### config.mk
export PLATFORM = sky130hd
export DESIGN_NAME = ldec8_top
export DESIGN_NICKNAME = d
export VERILOG_FILES = /design/src/rtl/ldec8_pkg.sv /design/src/rtl/ldec8_latch.sv /design/src/rtl/ldec8_decode.sv /design/src/rtl/ldec8_top.sv
export SDC_FILE = /design/constraint.sdc
export NUM_CORES = 1
export LEC_CHECK = 0
export CAP_MARGIN = 0
export CORE_AREA = 2 2 39 41
export DETAILED_ROUTE_END_ITERATION = 10
export DIE_AREA = 0 0 41 43
export PLACE_DENSITY = 0.62
export SLEW_MARGIN = 0
export SYNTH_ARGS = -nofsm -noshare
export SYNTH_HDL_FRONTEND = slang
export SYNTH_SLANG_ARGS = --single-unit
export TNS_END_PERCENT = 100
### constraint.sdc
create_clock -name clk -period 0.84 [get_ports clk]
set_input_delay 0.084 -clock clk [delete_from_list [all_inputs] [get_ports clk]]
set_output_delay 0.084 -clock clk [all_outputs]
set_load 0.005 [all_outputs]
### src/rtl/ldec8_pkg.sv
package ldec8_pkg;
    localparam int unsigned SEL_W = 3;
    localparam int unsigned LINES = 1 << SEL_W;
    typedef logic [SEL_W-1:0] code_t;
    typedef logic [LINES-1:0] lines_t;
endpackage

### src/rtl/ldec8_latch.sv
// Capture register modelling the address latch.
// Assumes: hold is synchronous to clk; reset is synchronous, active low.
// Output 'code' is the live input while hold=0, else the stored value.
module ldec8_latch
    import ldec8_pkg::*;
(
    input  logic  clk,
    input  logic  rst_n,
    input  code_t sel,
    input  logic  hold,
    output code_t code,
    output code_t stored
);
    code_t q;

    // Load every cycle while transparent, keep while holding.
    always_ff @(posedge clk) begin
        if (!rst_n)
            q <= '0;
        else if (!hold)
            q <= sel;
    end

    // Transparent path bypasses the register so there is no added delay.
    always_comb code = hold ? q : sel;

    assign stored = q;
endmodule

### src/rtl/ldec8_decode.sv
// Binary to active-low one-cold decoder with a combined enable.
// Assumes: en already combines both polarity gates.
module ldec8_decode
    import ldec8_pkg::*;
(
    input  code_t  code,
    input  logic   en,
    output lines_t y_n
);
    // One line per minterm; each goes low only for its own index.
    for (genvar i = 0; i < LINES; i++) begin : g_line
        assign y_n[i] = !(en && (code == code_t'(i)));
    end
endmodule

### src/rtl/ldec8_top.sv
// Latched 3-to-8 decoder with mixed-polarity output gates.
// Assumes: single clock; gates affect only the output stage.
module ldec8_top
    import ldec8_pkg::*;
(
    input  logic       clk,
    input  logic       rst_n,
    input  logic       sel_lo,
    input  logic       sel_mid,
    input  logic       sel_hi,
    input  logic       hold,
    input  logic       gate_n,
    input  logic       gate,
    output logic [7:0] y_n
);
    code_t  sel;
    code_t  code;
    code_t  stored;
    logic   en;
    lines_t lines;

    // Assemble select code, MSB first.
    assign sel = {sel_hi, sel_mid, sel_lo};

    // Both gates must be active to decode.
    assign en = !gate_n && gate;

    ldec8_latch u_latch (
        .clk(clk), .rst_n(rst_n), .sel(sel), .hold(hold),
        .code(code), .stored(stored)
    );

    ldec8_decode u_dec (.code(code), .en(en), .y_n(lines));

    assign y_n = lines;
endmodule

-- Word level (Yosys, flattened, before mapping)
Cells that the tools add are included.
- register bits after elaboration: 3
- bits in latches: 0
- memory bits (writable): 0
- bits in read-only memories: 0
- input bits: 8
- output and inout port bits: 8
- memories kept: 0
- $add $sub $neg: 0
- $mul: 0
- divide/modulo/power cells: 0
- order comparisons: 0
- equality and inequality tests: 7
- shift operators: 0
- multiplexer cells: 1
- bitwise logic cells: 0
- reduce and logical (&&, ||, !) cells: 19
- operator list (operator ; count):
    3-bit equality test, second input constant ; 4
    1-bit logical AND ; 9
    1-bit zero test ; 9
    3-bit by 2-bit equality test with 1-bit output, second input constant ; 2
    3-bit by 1-bit equality test with 1-bit output, second input constant ; 1
    3-bit zero test ; 1
    3-bit 2-to-1 mux ; 1

-- Logic depth before layout (Yosys ltp)
Gate-level depths: netlist (run 1).
- depth in word-level cells: 4
- depth in mapped cells: 3
- gate-level depth less buffers: 2

-- Modules after synthesis
From an unflattened synthesis (run 1), not the netlist that was laid out.
- cell total of the unflattened synthesis: 18
- area, all modules: 216.5 µm²
- by module, submodules not included (module ; times used ; cells each ; area an instance (µm²) ; seq. area each (µm²)):
    ldec8_latch ; 1 ; 9 ; 126.4 ; 60.1
    ldec8_decode ; 1 ; 8 ; 76.3 ; 0.0
    ldec8_top ; 1 ; 1 ; 13.8 ; 0.0

-- Worst setup path before layout (run 1)
OpenSTA, ideal clock, no wires.
- kind: register -> register
- start: register, netlist name u_latch.stored[2]
- end: register u_latch.q[2] (netlist: u_latch.stored[2])
- arrival: 765 ps
- setup slack: -41 ps
- cell stages (with the launch flop): 3
- path buffers: 0
- clock period less this slack: 881 ps
- path through: dfxtp_1 > mux2_4 > and2_2
- RTL lines (what ; RTL line ; source):
    to (signal assigned) ; ldec8_latch.sv:21 ; q <= sel;
    to (decl) ; ldec8_latch.sv:14 ; code_t q;

-- Worst setup path in the final report (run 1)
- start: register u_latch.q[2] (netlist: u_latch.stored[2])
- end: output y_n[3]
- word-level cells in the longest chain between the ends: 4
- ends and longest elaborated chain (what ; RTL line ; source):
    3-bit 2-to-1 mux ; ldec8_latch.sv:25 ; always_comb code = hold ? q : sel;
    3-bit by 2-bit equality test with 1-bit output ; ldec8_decode.sv:12 ; assign y_n[i] = !(en && (code == code_t'(i)));
    1-bit logical AND ; ldec8_decode.sv:12 ;
    1-bit zero test ; ldec8_decode.sv:12 ;
    to (decl) ; ldec8_top.sv:14 ; output logic [7:0] y_n
No other way between the ends.

==> metrics, run 1 <==
remaining antenna violation count after routing 0; minimum clock period after layout 1.160 ns; number of setup violations in the final report 9; clock net sink count 3; Post-synth top cells o211ai_1, dfxtp_1, nor2b_1; standby leakage power ~0.21 nW; clock insertion delay at the later pin of the skew report ~0.23 ns; failing checks negative setup slack; Row Count 14; number of iterations in the first detailed-routing pass 4; Area Growth Syn to Fin 80.70%; wire length of the first global-routing pass around 1200 microns; number of buffer cells added on primary ports 15; type of destination of the critical path primary output; transition time at the pin with the least slew margin about 0.18 ns; overall global routing resource usage between 10 and 15%; die boundary height about 43 microns; most numerous cell in the Yosys netlist o211ai_1; number of top-level pins 16; clock root cell clkbuf_4; post-detailed-route DRC marker count 0; area of the mapped netlist approximately 290 sq um; clock skew 0 ns; GRT overflow 0; Critical Path AT approximately 1.1 ns; Crit Path Category register to primary output; period utilization 138.1%; Syn Area/Cell 9.837 sq um; minimum setup slack in the final design -0.3199 ns; normalized max-slew margin 87.42%; number of antenna violations at the first check in global routing 0; unrepaired setup endpoints after global routing true; CTS tree yes; element type at the critical path start register; cts bufs inserted 3; Hold Worst Slack ~0.46 ns; Fin. Hold Viols 0; DP HPWL 554.5 microns; clk slew on worst S/H paths roughly 0.030 ns; VDD IR-drop max roughly 670 uV; cell with the biggest individual delay on the critical path dfxtp_2; layout cell share with drive strength beyond 1 a little under three fifths; reported max-cap violation count 0; number of flip-flops in the largest register 3; buffers from clock root to sink, at most 2; leading area contributor after synthesis dfxtp_1; final layout net count between 60 and 70; number of different library cells in the post-synthesis netlist 15; Die ar. 1763 sq um; Synthesized Nets 37; total negative setup slack -2.622 ns; cells along the critical path buf_6, mux2i_4, o211ai_1, buf_2; number of vias per cell after detailed routing roughly 4.4; final wirelength between 700 and 800 microns; flops & latches, synth 3; total via count after detailed routing between 300 and 400; warnings from Yosys 0; vias in the first global route between 300 and 400; max-slew violations 0; placer congestion estimate just over 0.6; number of design-rule violations left by the first detailed-router iteration 1; max frequency around 860 MHz; area of the placeable core between 1000 and 1500 sq um; ys flop type dfxtp_1; worst hold-check path type input port to register; top cells by area, synth dfxtp_1, o211ai_1, mux2i_4; starting density of the core 20.61%; register area share after synthesis a little over a fifth; Power Dens Cells roughly 1100 nW/um^2; overall power 0.0005664 W; Req. time, crit path approximately 0.76 ns; crit-path max FO 4; Post-Syn Instances 29; fraction of synthesized cell area taken by the top area cell type between 20% and 30%; detail-routed net length per standard cell about 11 microns; level count of the clock H-tree 1; run status complete, but fails checks; number of synthesized flops with an enable pin 0; die width roughly 41 microns; share of async-settable or async-resettable flops after synthesis 0%; pin count of the biggest net entering global routing 10; Antenna Cells 0; delay of the slowest critical-path stage 0.31 ns
[per-stage QoR]
stage / cells / area (sq um) / setup WS (ns) / util [%]
floorplan: 29 / 287.8 / 0.01301 / -
global placement: 65 / 495.5 / -0.8852 / 35.80
detailed placement: 65 / 495.5 / -0.8936 / 35.80
CTS: 69 / 500.5 / -0.3436 / 36.17
global route: 69 / 515.5 / -0.4011 / 37.25
finish: 69 / 515.5 / -0.3199 / 37.25
[cell type report]
type | count | area, sq um
Sequential cell | 3 | 68.82
Fill cell | 150 | 868.3
Tap cell | 16 | 20.02
Timing Repair Buffer | 22 | 166.4
Multi-Input combinational cell | 24 | 234.0
Clock buffer | 4 | 26.28
[cells by family (layout without fill, tap and decap cells)]
family | after synthesis | in the layout | share of synthesized area (%)
AND/OR/NAND/NOR | 12 | 12 | 32.46
multiplexers | 4 | 4 | 20.17
buffers and inverters | 2 | 26 | 5.262
flip-flops | 3 | 3 | 21.05
AO/OA/AOI/OAI | 8 | 8 | 21.05
[layout by cell type, fill, tap and decap left out]
| cell type | count |
|---|---|
| and2_4 | 1 |
| and3_1 | 1 |
| and3b_1 | 2 |
| and3b_2 | 1 |
| buf_2 | 8 |
| buf_4 | 5 |
| buf_6 | 2 |
| clkbuf_1 | 1 |
| clkbuf_4 | 3 |
| clkdlybuf4s50_1 | 4 |
| dfxtp_2 | 1 |
| dfxtp_4 | 2 |
| dlygate4sd2_1 | 3 |
| mux2_4 | 1 |
| mux2i_1 | 2 |
| mux2i_4 | 1 |
| nor2b_1 | 2 |
| nor2b_4 | 1 |
| nor3_2 | 1 |
| nor3b_2 | 3 |
| o211ai_1 | 8 |
[worst paths after layout]
| check | depth (start not counted) | startpoint | to | slack [ns] |
|---|---|---|---|---|
| setup / recovery | 4 | u_latch.stored[2] | y_n[3] | -0.32 |
| hold / removal | 2 | rst_n | u_latch.stored[0] | 0.46 |
| setup reg to reg | 3 | u_latch.stored[2] | u_latch.stored[2] | -0.11 |
| hold reg to reg | 2 | u_latch.stored[0] | u_latch.stored[0] | 0.56 |
[critical path: cells and delay by family, from the launching register on]
kind | cells | cell delay (ns)
buf+inv | 2 | 0.25
flops | 1 | 0.31
mux | 1 | 0.17
compound gates | 1 | 0.11
[per-layer routing]
metal  track usage, %  share of wire (%)  vias to the layer above
li1                 -                  -                      163
met4            2.000                  0                        0
met1            12.82                 44                      132
met3            4.712                 12                        0
met2            15.00                 44                       12
met5                0                  0                        -
[repair_timing]
| item | in CTS | in global routing |
|---|---|---|
| buffers inserted | 1 | 1 |
| endpoints found under the setup margin | 11 | 9 |
| hold buffers | 0 | 0 |
| pin swaps | 6 | 0 |
| gates resized for setup | 42 | 5 |
[report_power, final]
group | total (W) | switching [W] | internal [W] | leakage [nW]
registers | 0.000159 | 0.00000857 | 0.000150 | 0.0264
logic | 0.000163 | 0.0000642 | 0.0000990 | 0.167
clock network | 0.000244 | 0.0000667 | 0.000177 | 0.0150
No activity file was read; power rests on OpenSTA's default activity.
==> run 2: changes to the inputs <==
GPL_TIMING_DRIVEN = 0   (was default)
==> run 2 against run 1 <==
Effect of this change: the run still ends with negative setup slack left; power rose by 1.3%; count of clock-buffer cells in the layout unchanged; first-iteration DRC count is the same; sequential power about the same; fmax shrank 1.4%; combinational power increased by 2%; register-to-register slack about the same; critical path type unchanged; largest power group unchanged.
==> metrics, run 2 (synthesized netlist as in run 1, its figures left out) <==
unrepaired setup endpoints after global routing true; max frequency 849.6 MHz (-1.4%); total via count after detailed routing 320 (+4.2%); vias in the first global route 309 (-3.7%); post-placement worst setup slack -0.8965 ns (-0.002939 ns); layout cell share with drive strength beyond 1 55.56% (-1.0 points); standby leakage power 0.2058 nW (-1.5%); hold worst-path end u_latch.stored[1]; Req. time, crit path 0.76 ns (about the same); level count of the clock H-tree 1 (unchanged); DP HPWL 557.4 microns (+0.52%); Area Growth Syn to Fin 78.95%; number of design-rule violations left by the first detailed-router iteration 1 (unchanged); failing checks negative setup slack; instance area at placement 457.9 sq um (-7.6%); final layout net count 63 (+1.6%); Reg2Reg Launch Point u_latch.stored[2]; pin count of the biggest net entering global routing 9 (-1); clock insertion delay at the later pin of the skew report 0.23 ns (about the same); Die ar. 1763 sq um (unchanged); period utilization 140.1% (+2.0 points); run status complete, but fails checks; crit-path leading delay family flip-flops; delay of the slowest critical-path stage 0.32 ns (about the same); element type at the critical path start register; overall global routing resource usage 10.03% (unchanged); max-slew violations 0 (unchanged); wire length of the first global-routing pass 1179 microns (-5.1%); clock root cell clkbuf_4; number of iterations in the first detailed-routing pass 4 (unchanged); placer congestion estimate 0.6257 (+1.3%); clock skew 0 ns (unchanged); reported max-cap violation count 0 (unchanged); number of flip-flops in the largest register 3 (unchanged); VDD IR-drop max 555.0 uV (-17%); remaining antenna violation count after routing 0 (unchanged); Power Dens Cells 1124 nW/um^2 (+2.3%); Critical Path AT 1.09 ns (about the same); Hold Worst Slack 0.3585 ns (-0.1055 ns); total negative setup slack -2.674 ns (-0.05199 ns); die boundary height 43 microns (unchanged); Buffers & Inverters on Critical Path 2 (unchanged); minimum setup slack in the final design -0.3370 ns (-0.01706 ns); clock net sink count 3 (unchanged); transition time at the pin with the least slew margin 0.2364 ns (+0.05162 ns); clk slew on worst S/H paths 0.04 ns (about the same); Crit Path Category register to primary output; hold buffer count at CTS 0 (unchanged); number of vias per cell after detailed routing 4.571 (+2.7%); R2R setup slack -0.12 ns (about the same); GRT overflow 0 (unchanged); Row Count 14 (unchanged); cts bufs inserted 3 (unchanged); final wirelength 745 microns (+2.2%); number of buffer cells added on primary ports 15 (unchanged); min-delay src sel_mid; worst hold-check path type input port to register; normalized max-slew margin 84.12% (-3.3 points); die width 41 microns (unchanged); number of setup violations in the final report 9 (unchanged); leading cell types in the layout, fill and taps excluded o211ai_1, buf_2, buf_6, buf_4; number of top-level pins 16 (unchanged); crit-path max FO 3 (-1); detail-routed net length per standard cell 10.64 microns (+0.73%); area of the placeable core 1384 sq um (unchanged); CTS tree yes; minimum clock period after layout 1.177 ns (+0.01706 ns); buffers from clock root to sink, at most 2 (unchanged); type of destination of the critical path primary output; cell with the biggest individual delay on the critical path dfxtp_2; depth of the worst register-to-register path 3 (unchanged); cells along the critical path mux2i_4, buf_4, o211ai_1, buf_2; Fin. Hold Viols 0 (unchanged); Antenna Cells 0 (unchanged); cell depth of the worst setup path 4 (unchanged); hold path depth 3 (+1); reg-to-reg critical path endpoint u_latch.stored[2]; number of antenna violations at the first check in global routing 0 (unchanged); starting density of the core 20.61% (unchanged); Final Cell Area 510.5 sq um (-0.97%); post-detailed-route DRC marker count 0 (unchanged)
run 2: worst reg2reg max path: cells and delay by family, from the launching register on:
| family | cells | cell delay (ns) |
|---|---|---|
| muxes | 1 | 0.29 |
| DFF | 1 | 0.32 |
| buffers and inverters | 1 | 0.12 |
| and+or+nand+nor | 1 | 0.12 |
run 2: routing by layer:
layer / GRT usage [%] / wire length (microns) / up-vias
met4: 6.000 / 0 / 0
met2: 15.94 / 363 / 12
li1: - / - / 164
met5: 0 / 0 / -
met1: 10.90 / 296 / 144
met3: 3.141 / 85 / 0
run 2: stage by stage:
stage	std cells	total power (W)	util, %
final	70	0.0005738	36.89
after global routing	70	0.0006272	36.89
after detailed placement	60	0.0003046	33.09
after floorplan	29	0.0002370	-
after CTS	70	0.0005907	36.08
after global placement	60	0.0003037	33.09
run 2: how the worst max path moves through the flow:
stage                            from                 to  slack (ns)
detailed placement               hold             y_n[1]       -0.90
floorplan           u_latch.stored[2]  u_latch.stored[2]        0.01
global placement                 hold             y_n[0]       -0.90
finish              u_latch.stored[2]             y_n[3]       -0.34
global route        u_latch.stored[2]             y_n[1]       -0.40
CTS                 u_latch.stored[2]             y_n[1]       -0.34
run 2: timing repair:
action | CTS | global route
buffers inserted | 6 | 0
gates cloned | 0 | 0
setup endpoints to repair | 11 | 10
pin swaps | 6 | 3
resized for setup | 43 | 6
run 2: layout make-up:
type,instances,area [sq um]
fillers,154,873.3
multi-input cells,24,219.0
repair buffers,21,157.7
flip-flops and latches,3,68.82
clock buffers,4,26.28
well taps,16,20.02
plain buffers,2,18.77
run 2: report_power, final:
part | internal, W | switching, W | total (W)
registers | 0.000151 | 0.00000951 | 0.000160
logic | 0.000105 | 0.0000625 | 0.000167
clock network | 0.000178 | 0.0000691 | 0.000247
total | 0.000433 | 0.000141 | 0.000574
